## config.mk

```make
export PLATFORM = sky130hd
export DESIGN_NAME = ileave_cmd_seq
export DESIGN_NICKNAME = d
export VERILOG_FILES = /design/src/rtl/ileave_pkg.sv /design/src/rtl/txn_admit.sv /design/src/rtl/bank_tracker.sv /design/src/rtl/col_pipe.sv /design/src/rtl/ileave_cmd_seq.sv
export SDC_FILE = /design/constraint.sdc
export NUM_CORES = 1
export LEC_CHECK = 0
export BUFFER_PORTS_ARGS = -buffer_cell sky130_fd_sc_hd__buf_2
export CORE_UTILIZATION = 45
export DETAILED_ROUTE_END_ITERATION = 10
export MAX_ROUTING_LAYER = met4
export PLACE_DENSITY = 0.7
export SLEW_MARGIN = 40
export SYNTH_ARGS = -nofsm -noshare
export SYNTH_HDL_FRONTEND = slang
export SYNTH_SLANG_ARGS = --single-unit
```

## constraint.sdc

```tcl
create_clock -name clk -period 3.2 [get_ports clk]
set_clock_uncertainty 0.05 [all_clocks]
set_input_delay 0.32 -clock clk [delete_from_list [all_inputs] [get_ports clk]]
set_output_delay 0.32 -clock clk [all_outputs]
set_load 0.01 [all_outputs]
```

## src/rtl/ileave_pkg.sv

```systemverilog
package ileave_pkg;

   typedef enum logic [1:0] {
      COL_RD  = 2'd0,
      COL_WR  = 2'd1,
      COL_WRA = 2'd2
   } col_op_t;

   function automatic int cnt_w(input int unsigned maxval);
      return (maxval < 2) ? 1 : $clog2(maxval + 1);
   endfunction

endpackage

```

## src/rtl/txn_admit.sv

```systemverilog
module txn_admit
   import ileave_pkg::*;
#(
   parameter int BANK_W = 4,
   parameter int ROW_W  = 9,
   parameter int T_RR   = 8,
   parameter int T_BUB  = 4
) (
   input  logic              clk,
   input  logic              rst_n,
   input  logic              in_valid,
   input  logic              in_wr,
   input  logic [BANK_W-1:0] in_bank,
   input  logic [ROW_W-1:0]  in_row,
   input  logic              bank_blocked,
   output logic              in_ready,
   output logic              fire,
   output logic              row_valid,
   output logic [BANK_W-1:0] row_bank,
   output logic [ROW_W-1:0]  row_addr
);

   localparam int CW = cnt_w(T_RR + T_BUB);
   localparam logic [CW-1:0] GAP_LD = CW'(T_RR - 1);
   localparam logic [CW-1:0] TURN_LD = CW'(T_RR + T_BUB - 1);

   logic [CW-1:0] gap_cnt;
   logic [CW-1:0] turn_cnt;
   logic          last_rd;
   logic          turn_hold;

   assign turn_hold = last_rd && in_wr && (turn_cnt != '0);
   assign in_ready  = (gap_cnt == '0) && !turn_hold && !bank_blocked;
   assign fire      = in_valid && in_ready;

   always_ff @(posedge clk) begin
      if (!rst_n) begin
         row_valid <= 1'b0;
         row_bank  <= '0;
         row_addr  <= '0;
         gap_cnt   <= '0;
         turn_cnt  <= '0;
         last_rd   <= 1'b0;
      end else begin
         row_valid <= fire;
         if (fire) begin
            row_bank <= in_bank;
            row_addr <= in_row;
            gap_cnt  <= GAP_LD;
            turn_cnt <= TURN_LD;
            last_rd  <= !in_wr;
         end else begin
            if (gap_cnt != '0)  gap_cnt  <= gap_cnt - 1'b1;
            if (turn_cnt != '0) turn_cnt <= turn_cnt - 1'b1;
         end
      end
   end

endmodule

```

## src/rtl/bank_tracker.sv

```systemverilog
module bank_tracker
   import ileave_pkg::*;
#(
   parameter int BANK_W    = 4,
   parameter int T_RC      = 32,
   parameter bit ADJ_STALL = 1'b1
) (
   input  logic              clk,
   input  logic              rst_n,
   input  logic              act_en,
   input  logic [BANK_W-1:0] act_bank,
   input  logic              close_en,
   input  logic [BANK_W-1:0] close_bank,
   input  logic [BANK_W-1:0] q_bank,
   output logic              q_blocked
);

   localparam int NBANK = 1 << BANK_W;
   localparam int RCW   = cnt_w(T_RC);
   localparam logic [RCW-1:0] RC_LD = RCW'(T_RC - 1);
   localparam logic [BANK_W-1:0] TOP_BANK = BANK_W'(NBANK - 1);

   logic [NBANK-1:0] busy;
   logic [NBANK-1:0] open_q;
   logic             adj_hit;

   for (genvar b = 0; b < NBANK; b++) begin : g_bank
      logic [RCW-1:0] rc_cnt;
      logic           is_act;
      logic           is_close;

      assign is_act   = act_en && (act_bank == BANK_W'(b));
      assign is_close = close_en && (close_bank == BANK_W'(b));
      assign busy[b]  = (rc_cnt != '0);

      always_ff @(posedge clk) begin
         if (!rst_n) begin
            rc_cnt    <= '0;
            open_q[b] <= 1'b0;
         end else begin
            if (is_act)
               rc_cnt <= RC_LD;
            else if (rc_cnt != '0)
               rc_cnt <= rc_cnt - 1'b1;
            if (is_act)
               open_q[b] <= 1'b1;
            else if (is_close)
               open_q[b] <= 1'b0;
         end
      end
   end

   if (ADJ_STALL) begin : g_adj
      logic lo_hit;
      logic hi_hit;
      assign lo_hit  = (q_bank != '0) && open_q[BANK_W'(q_bank - 1'b1)];
      assign hi_hit  = (q_bank != TOP_BANK) && open_q[BANK_W'(q_bank + 1'b1)];
      assign adj_hit = lo_hit || hi_hit;
   end else begin : g_noadj
      assign adj_hit = 1'b0;
   end

   assign q_blocked = busy[q_bank] || adj_hit;

endmodule

```

## src/rtl/col_pipe.sv

```systemverilog
module col_pipe
   import ileave_pkg::*;
#(
   parameter int BANK_W = 4,
   parameter int COL_W  = 6,
   parameter int T_RCD  = 7,
   parameter int HALF   = 4,
   parameter int T_CWD  = 6
) (
   input  logic              clk,
   input  logic              rst_n,
   input  logic              ld,
   input  logic              ld_wr,
   input  logic [BANK_W-1:0] ld_bank,
   input  logic [COL_W-1:0]  ld_c1,
   input  logic [COL_W-1:0]  ld_c2,
   output logic              col_valid,
   output logic [1:0]        col_op,
   output logic [BANK_W-1:0] col_bank,
   output logic [COL_W-1:0]  col_addr,
   output logic              col_mask_valid,
   output logic              col_pre,
   output logic              wdata_go,
   output logic              close_en,
   output logic [BANK_W-1:0] close_bank
);

   localparam int NSTG = T_RCD + HALF;
   localparam int TAP1 = T_RCD - 1;
   localparam int TAP2 = NSTG - 1;

   logic              s_v    [NSTG];
   logic              s_wr   [NSTG];
   logic [BANK_W-1:0] s_bank [NSTG];
   logic [COL_W-1:0]  s_c1   [NSTG];
   logic [COL_W-1:0]  s_c2   [NSTG];

   logic       t1;
   logic       t2;
   logic       wr_issue;
   logic [T_CWD:0] wd_sr;

   assign t1         = s_v[TAP1];
   assign t2         = s_v[TAP2];
   assign close_en   = t2;
   assign close_bank = s_bank[TAP2];
   assign wr_issue   = (t2 && s_wr[TAP2]) || (t1 && s_wr[TAP1]);
   assign wdata_go   = wd_sr[T_CWD];

   always_ff @(posedge clk) begin
      if (!rst_n) begin
         for (int i = 0; i < NSTG; i++) begin
            s_v[i]    <= 1'b0;
            s_wr[i]   <= 1'b0;
            s_bank[i] <= '0;
            s_c1[i]   <= '0;
            s_c2[i]   <= '0;
         end
      end else begin
         s_v[0]    <= ld;
         s_wr[0]   <= ld_wr;
         s_bank[0] <= ld_bank;
         s_c1[0]   <= ld_c1;
         s_c2[0]   <= ld_c2;
         for (int i = 1; i < NSTG; i++) begin
            s_v[i]    <= s_v[i-1];
            s_wr[i]   <= s_wr[i-1];
            s_bank[i] <= s_bank[i-1];
            s_c1[i]   <= s_c1[i-1];
            s_c2[i]   <= s_c2[i-1];
         end
      end
   end

   always_ff @(posedge clk) begin
      if (!rst_n) begin
         col_valid      <= 1'b0;
         col_op         <= COL_RD;
         col_bank       <= '0;
         col_addr       <= '0;
         col_mask_valid <= 1'b0;
         col_pre        <= 1'b0;
      end else begin
         col_valid <= t1 || t2;
         if (t2) begin
            col_op         <= s_wr[TAP2] ? COL_WRA : COL_RD;
            col_bank       <= s_bank[TAP2];
            col_addr       <= s_c2[TAP2];
            col_mask_valid <= s_wr[TAP2];
            col_pre        <= !s_wr[TAP2];
         end else if (t1) begin
            col_op         <= s_wr[TAP1] ? COL_WR : COL_RD;
            col_bank       <= s_bank[TAP1];
            col_addr       <= s_c1[TAP1];
            col_mask_valid <= s_wr[TAP1];
            col_pre        <= 1'b0;
         end else begin
            col_op         <= COL_RD;
            col_mask_valid <= 1'b0;
            col_pre        <= 1'b0;
         end
      end
   end

   always_ff @(posedge clk) begin
      if (!rst_n)
         wd_sr <= '0;
      else
         wd_sr <= {wd_sr[T_CWD-1:0], wr_issue};
   end

endmodule

```

## src/rtl/ileave_cmd_seq.sv

```systemverilog
module ileave_cmd_seq
   import ileave_pkg::*;
#(
   parameter int BANK_W    = 4,
   parameter int ROW_W     = 9,
   parameter int COL_W     = 6,
   parameter int T_RR      = 8,
   parameter int T_RC      = 32,
   parameter int T_RCD     = 7,
   parameter int T_CWD     = 6,
   parameter int T_BUB     = 4,
   parameter bit ADJ_STALL = 1'b1
) (
   input  logic              clk,
   input  logic              rst_n,
   input  logic              in_valid,
   output logic              in_ready,
   input  logic              in_wr,
   input  logic [BANK_W-1:0] in_bank,
   input  logic [ROW_W-1:0]  in_row,
   input  logic [COL_W-1:0]  in_col1,
   input  logic [COL_W-1:0]  in_col2,
   output logic              row_valid,
   output logic [BANK_W-1:0] row_bank,
   output logic [ROW_W-1:0]  row_addr,
   output logic              col_valid,
   output logic [1:0]        col_op,
   output logic [BANK_W-1:0] col_bank,
   output logic [COL_W-1:0]  col_addr,
   output logic              col_mask_valid,
   output logic              col_pre,
   output logic              wdata_go
);

   localparam int HALF = T_RR / 2;

   if (T_RC != 4 * T_RR) begin : g_bad_rc
      $error("ileave_cmd_seq: T_RC must be four times T_RR");
   end
   if (T_RR < 2 || (T_RR % 2) != 0) begin : g_bad_rr
      $error("ileave_cmd_seq: T_RR must be even and at least 2");
   end
   if (T_RCD < 1 || T_CWD < 1 || T_BUB < 0) begin : g_bad_dly
      $error("ileave_cmd_seq: T_RCD and T_CWD must be at least 1, T_BUB non-negative");
   end
   if (BANK_W < 2 || ROW_W < 1 || COL_W < 1) begin : g_bad_w
      $error("ileave_cmd_seq: field widths out of range");
   end

   logic              fire;
   logic              blocked;
   logic              close_en;
   logic [BANK_W-1:0] close_bank;

   txn_admit #(
      .BANK_W (BANK_W),
      .ROW_W  (ROW_W),
      .T_RR   (T_RR),
      .T_BUB  (T_BUB)
   ) u_admit (
      .clk          (clk),
      .rst_n        (rst_n),
      .in_valid     (in_valid),
      .in_wr        (in_wr),
      .in_bank      (in_bank),
      .in_row       (in_row),
      .bank_blocked (blocked),
      .in_ready     (in_ready),
      .fire         (fire),
      .row_valid    (row_valid),
      .row_bank     (row_bank),
      .row_addr     (row_addr)
   );

   bank_tracker #(
      .BANK_W    (BANK_W),
      .T_RC      (T_RC),
      .ADJ_STALL (ADJ_STALL)
   ) u_banks (
      .clk        (clk),
      .rst_n      (rst_n),
      .act_en     (fire),
      .act_bank   (in_bank),
      .close_en   (close_en),
      .close_bank (close_bank),
      .q_bank     (in_bank),
      .q_blocked  (blocked)
   );

   col_pipe #(
      .BANK_W (BANK_W),
      .COL_W  (COL_W),
      .T_RCD  (T_RCD),
      .HALF   (HALF),
      .T_CWD  (T_CWD)
   ) u_cols (
      .clk            (clk),
      .rst_n          (rst_n),
      .ld             (fire),
      .ld_wr          (in_wr),
      .ld_bank        (in_bank),
      .ld_c1          (in_col1),
      .ld_c2          (in_col2),
      .col_valid      (col_valid),
      .col_op         (col_op),
      .col_bank       (col_bank),
      .col_addr       (col_addr),
      .col_mask_valid (col_mask_valid),
      .col_pre        (col_pre),
      .wdata_go       (wdata_go),
      .close_en       (close_en),
      .close_bank     (close_bank)
   );

endmodule

```

==> results of run 1 <==
==> registers in the layout, indices dropped and copies added (netlist names), 2 cells and up <==
register,count
u_admit.gap_cnt,4
u_cols.wd_sr,7
u_admit.turn_cnt,4
u_banks.g_bank.rc_cnt,96
u_cols.s_c2,66
u_cols.col_addr,6
u_banks.open_q,16
u_admit.row_addr,9
u_cols.s_c1,42
u_cols.s_v,11
u_cols.s_wr,11
u_cols.col_op,2
u_cols.s_bank,44
u_cols.col_bank,4
u_admit.row_bank,4
==> Yosys cell counts, types with 2 or more instances <==
cell and n:
a21boi_0 4, a21o_1 9, a21oi_1 92, a31oi_1 8, and2_1 177, and3_1 6, and4_1 8, buf_1 2
buf_2 6, buf_6 4, clkbuf_1 47, dfxtp_1 331, ha_1 39, inv_1 52, mux2_2 6, mux2i_1 34
mux4_2 8, nand2_1 112, nand2b_1 2, nand3_1 22, nand3_2 2, nand4_1 7, nor2_1 66, nor2b_1 7
nor3_1 43, nor3b_1 10, nor3b_2 2, nor4_1 2, nor4_4 4, o2111ai_1 3, o211ai_1 2, o21a_1 40
o21ai_0 20, o31a_1 2, o31ai_1 6, o41ai_1 3, or3_1 23, xnor2_1 36, xor2_1 18
==> metrics by stage <==
stage               utilization  instance area, sq um
floorplan                     -                 12600
global placement          0.490                 13300
detailed placement        0.490                 13300
CTS                       0.544                 14800
global route              0.551                 15000
finish                    0.551                 15000
==> metal layers <==
| layer | vias to the layer above | global-route usage |
|---|---|---|
| li1 | 4486 | - |
| met4 | 0 | 0.0595 |
| met3 | 63 | 0.0348 |
| met5 | - | - |
| met2 | 203 | 0.285 |
| met1 | 4143 | 0.217 |
==> final timing paths <==
check,to,slack (ps),depth (start not counted)
max,in_ready,60,9
min,u_admit.last_rd$_SDFFE_PN0P_,60,2
max reg2reg,u_banks.g_bank[10].rc_cnt[5]$_SDFFE_PP0P_,140,11
min reg2reg,u_cols.s_c1[5][3]$_SDFF_PN0_,380,1
==> power by group through the flow <==
stage	registers (uW)	logic [uW]	clock network [uW]
final	5220	4570	3940
after global routing	5300	5140	4230
after CTS	5210	4250	4050
after detailed placement	5260	4020	0
after global placement	5240	3910	0
after floorplan	5170	3240	0
==> logic make-up after synthesis <==
group | share of synthesized area
xor+xnor | 0.0376
simple gates | 0.216
flops | 0.527
mux | 0.0468
buf+inv | 0.0369
compound gates | 0.0968
fa+ha+maj | 0.0388
==> what timing repair did <==
action	CTS	global route
cloned	0	0
hold buffers	21	0
endpoints found under the setup margin	2	63
resized for setup	22	15
hold endpoints to repair	21	0
setup buffers	4	17
pin swaps	1	7
==> cell type report <==
cell class / count / area, sq um / area share
flip-flops and latches: 331 / 6630 / 0.443
multi-input cells: 836 / 5610 / 0.375
well taps: 372 / 465 / 0.0311
repair buffers: 132 / 921 / 0.0615
inverters: 53 / 199 / 0.0133
clock buffers: 50 / 1010 / 0.0677
clock inverters: 10 / 123 / 0.00820
==> impl_metrics.yaml, run 1 <==
clock_network:
  clock_latency_ps: 510
  htree_levels: 2
  cts_tree: "yes"
  cts_root_buffer: "clkbuf_16"
  path_clk_slew_ps: 60
  clk_path_buf_depth: 3
  cts.sinks: 331
  numCtsBuffers: 35
detailed_routing:
  wl_met3_um: 1290
  vias: 8895
  ant_nets: 0
  drt_iter0_markers: 529
  routedWlPerCell_um: 13.6
  wl_met2_um: 11500
  drt_wl_total_um: 24300
  post_drt_via_cell_ratio: 4.99
  top_layer: "met4"
  wl_met1_um: 10900
  dr.pass1.iters: 5
  drcViolationCount: 0
worst_setup_path:
  path_cells: "inv_2, ha_4, or3b_4, or3_4, o2111ai_2, nand4_1, or3_4, nor2_4, buf_6"
  slowest_delay_ps: 460
  crit_buf_inv: 2
  rr_startpoint: "u_banks.g_bank[8].rc_cnt[0]$_SDFFE_PN0P_"
  critPathLaunchType: "flip-flop"
  crit_family: "simple AND/OR/NAND/NOR gates"
  crit_path_frequent_cell: "or3_4"
  crit_start: "u_banks.g_bank[8].rc_cnt[0]$_SDFFE_PN0P_"
  cp_max_fo: 3
  path_class: "flip-flop to output port"
  cp.arrival_ps: 2770
  cp_slowest_cell: "or3_4"
  endpoint_kind: "output port"
  required_ps: 2830
hold_path:
  hp-start: "in_wr"
  hold_class: "primary input to flip-flop"
sta:
  min_period_over_period: 0.981
  period_minus_slack_ps: 3140
  setup_slack_ps: 60.3
  fmax_ghz: 0.319
  hold_viol_final: 0
  tightestPinTransition_ps: 934
  whs_ps: 56.4
  finalMaxSlewViolations: 0
  fin_tns_setup_ps: 0
  finalSetupViolCount: 0
  slew_headroom: 0.370
floorplan:
  num_rows: 60
  die_x_um: 169
  ioPinCount: 60
  core_sq_um: 27200
  die_h_um: 169
  die-area_sq_um: 28600
  initial_core_util: 0.462
global_routing:
  grt_pass1_vias: 8521
  grt_pass1_wl_um: 40200
  gr-total-overflow: 0
  antenna_found_initial: 0
  grt_max_degree: 127
  track_usage: 0.175
synthesis:
  synthesis.area_sq_um: 12600
  yosysWarnings: 0
  synth_cell_types: 54
  ys_async_sr_fraction: 0
  synth_top_area_cell: "dfxtp_1"
  yosys.area.top_type_share: 0.527
  ys_ff_latch: 331
  synth.area.top_cells: "dfxtp_1, and2_1, ha_1"
  ys.flop_type: "dfxtp_1"
  synthCells: 1280
  syn_area_per_cell_sq_um: 9.81
  yosysSeqAreaShare: 0.527
  synth_nets: 1348
  synth_edf_count: 0
finish:
  diodes: 0
  final_cell_mix: "dfxtp_1, and2_1, nand2_1"
  final_common_cell: "dfxtp_1"
  areaGrowthSynthToFinish_pct: 19.1
  num-fill-cells: 2389
  drive_gt1_frac: 0.154
  stdcell_count: 1784
  fin_nets: 1457
power:
  seqPwrFrac: 0.380
  finalPower_uw: 13700
  power.density_nw_per_um2: 918
  peakVddDrop_mv: 0.458
  p_leak_uw: 0.00645
  clockPowerShare: 0.287
  p_switching_uw: 4320
  p_sw_frac: 0.315
  internal_power_uw: 9420
  combinationalPowerShare: 0.333
flow_run:
  max_cap_violations: 0
placed_design:
  dp_slack_ps: -86.4
  hpwl_um: 15000
  place_inst: 1682
  place_congestion: 0.953
  port_buffers: 59
status:
  status: "completed"
Note: power is estimated with default switching activity, not from simulation.
==> run 2, diff against run 1 <==
--- a/config.mk
+++ b/config.mk
@@ -6,10 +6,12 @@
 export NUM_CORES = 1
 export LEC_CHECK = 0
 export BUFFER_PORTS_ARGS = -buffer_cell sky130_fd_sc_hd__buf_2
-export CORE_UTILIZATION = 45
+export CELL_PAD_IN_SITES_DETAIL_PLACEMENT = 0
+export CELL_PAD_IN_SITES_GLOBAL_PLACEMENT = 1
+export CORE_UTILIZATION = 43
 export DETAILED_ROUTE_END_ITERATION = 10
 export MAX_ROUTING_LAYER = met4
-export PLACE_DENSITY = 0.7
+export PLACE_DENSITY = 0.81
 export SLEW_MARGIN = 40
 export SYNTH_ARGS = -nofsm -noshare
 export SYNTH_HDL_FRONTEND = slang
==> impl_metrics.yaml, run 2 (synthesis results as in run 1) <==
floorplan:
  ioPinCount: 60
  num_rows: 62
  initial_core_util: 0.438
  die_x_um: 173
  die-area_sq_um: 29900
  core_sq_um: 28700
  die_h_um: 173
sta:
  whs_ps: 17.5
  fmax_ghz: 0.316
  finalMaxSlewViolations: 0
  rsz0062_at_grt: "yes"
  hold_viol_final: 0
  period_minus_slack_ps: 3160
  slew_headroom: 0.476
  fin_tns_setup_ps: 0
  tightestPinTransition_ps: 776
  setup_slack_ps: 39.7
  finalSetupViolCount: 0
  min_period_over_period: 0.988
clock_network:
  clock_latency_ps: 540
  cts.sinks: 331
  htree_levels: 2
  numCtsBuffers: 36
  cts_root_buffer: "clkbuf_16"
  clk_path_buf_depth: 3
  path_clk_slew_ps: 60
  cts_tree: "yes"
finish:
  regMostFlops: "u_banks.g_bank.rc_cnt"
  top_regs: "u_banks.g_bank.rc_cnt: 96 flops, u_cols.s_c2: 66 flops, u_cols.s_bank: 44 flops"
  seq_area_sq_um: 6630
  areaGrowthSynthToFinish_pct: 19.8
  final_common_cell: "dfxtp_1"
  final_cell_mix: "dfxtp_1, and2_1, nand2_1"
  largest_reg_flops: 96
  drive_gt1_frac: 0.155
  num-fill-cells: 2609
  diodes: 0
  fin_area_sq_um: 15000
  fin_nets: 1461
  multiInputGateArea_sq_um: 5590
global_routing:
  grt_pass1_wl_um: 41000
  track_usage: 0.169
  grt_pass1_vias: 8545
  gr-total-overflow: 0
  grt_max_degree: 133
  antenna_found_initial: 0
status:
  status: "completed"
power:
  p_switching_uw: 4330
  seqPwrFrac: 0.378
  clockPowerShare: 0.298
  p_sw_frac: 0.315
  combinationalPowerShare: 0.324
  power.density_nw_per_um2: 915
  peakVddDrop_mv: 0.472
  internal_power_uw: 9440
  p_leak_uw: 0.00650
detailed_routing:
  drt_wl_total_um: 24300
  routedWlPerCell_um: 13.5
  ant_nets: 0
  drt_iter0_markers: 391
  post_drt_via_cell_ratio: 4.86
  vias: 8749
  drcViolationCount: 0
  dr.pass1.iters: 4
flow_run:
  max_cap_violations: 0
placed_design:
  hpwl_um: 15200
  place_area_sq_um: 13400
  port_buffers: 59
  dp_slack_ps: 21.8
  place_congestion: 0.911
worst_setup_path:
  required_ps: 2830
  cp_max_fo: 4
  cp.arrival_ps: 2790
  r2r_cells: 10
  cp_slowest_cell: "mux4_2"
  critPathLaunchType: "flip-flop"
  path_cells: "inv_1, ha_1, nor3b_4, nand2_2, mux4_2, mux2_2, o21a_2, nor2_4, buf_6"
  path_class: "flip-flop to output port"
  slowest_delay_ps: 460
  endpoint_kind: "output port"
hold_path:
  whs_path_depth: 3
  hold_class: "primary input to flip-flop"
[run 2: final cells by class]
class,count,area share
Tap cell,384,0.0319
Sequential cell,331,0.440
Clock buffer,50,0.0687
Clock inverter,10,0.0105
Timing Repair Buffer,135,0.0634
Inverter,53,0.0134
Multi-Input combinational cell,836,0.372
[run 2: critical path, delay by kind of cell (launching register included)]
| kind | cells | cell delay, ps |
|---|---|---|
| DFF | 1 | 320 |
| and+or+nand+nor | 3 | 530 |
| buffers and inverters | 2 | 230 |
| adders and majority gates | 1 | 170 |
| muxes | 2 | 770 |
| AOI/OAI and AO/OA | 1 | 260 |
[run 2: worst paths after layout]
path / slack (ps) / from / end
worst max-delay path: 40 / u_banks.g_bank[2].rc_cnt[0]$_SDFFE_PN0P_ / in_ready
worst min-delay path: 20 / in_row[4] / u_admit.row_addr[4]$_SDFFE_PN0P_
worst max register to register: 190 / u_banks.g_bank[8].rc_cnt[0]$_SDFFE_PN0P_ / u_banks.g_bank[5].rc_cnt[4]$_SDFFE_PN0P_
worst min register to register: 370 / u_cols.s_c2[5][3]$_SDFF_PN0_ / u_cols.s_c2[6][3]$_SDFF_PN0_
[run 2: power groups by stage]
stage / Combinational, uW / Clock, uW / Sequential [uW]
after global routing: 5060 / 4390 / 5300
after CTS: 4320 / 4220 / 5190
after floorplan: 3240 / 0 / 5170
after detailed placement: 4130 / 0 / 5250
final: 4460 / 4100 / 5210
after global placement: 4060 / 0 / 5250
[run 2: metrics by stage]
step	instances	utilization	total power [uW]
after floorplan	1280	-	8410
after global placement	1706	0.468	9300
after detailed placement	1706	0.468	9390
after CTS	1791	0.520	13700
after global routing	1799	0.524	14700
final	1799	0.524	13800
[run 2: timing repair]
item                                    in CTS  in global routing
cloned                                       0                  0
endpoints found under the setup margin       1                 48
pin swaps                                    4                  3
gates resized for setup                     16                 14
hold endpoints to repair                    20                  0
hold buffers                                20                  0
buffers inserted                             6                  8
[run 2: metal layers]
layer / track usage / up-vias / part of all wire
li1: - / 4507 / -
met1: 0.210 / 4037 / 0.46
met2: 0.277 / 155 / 0.47
met3: 0.0306 / 50 / 0.050
met4: 0.0568 / 0 / 0.025
met5: - / - / 0
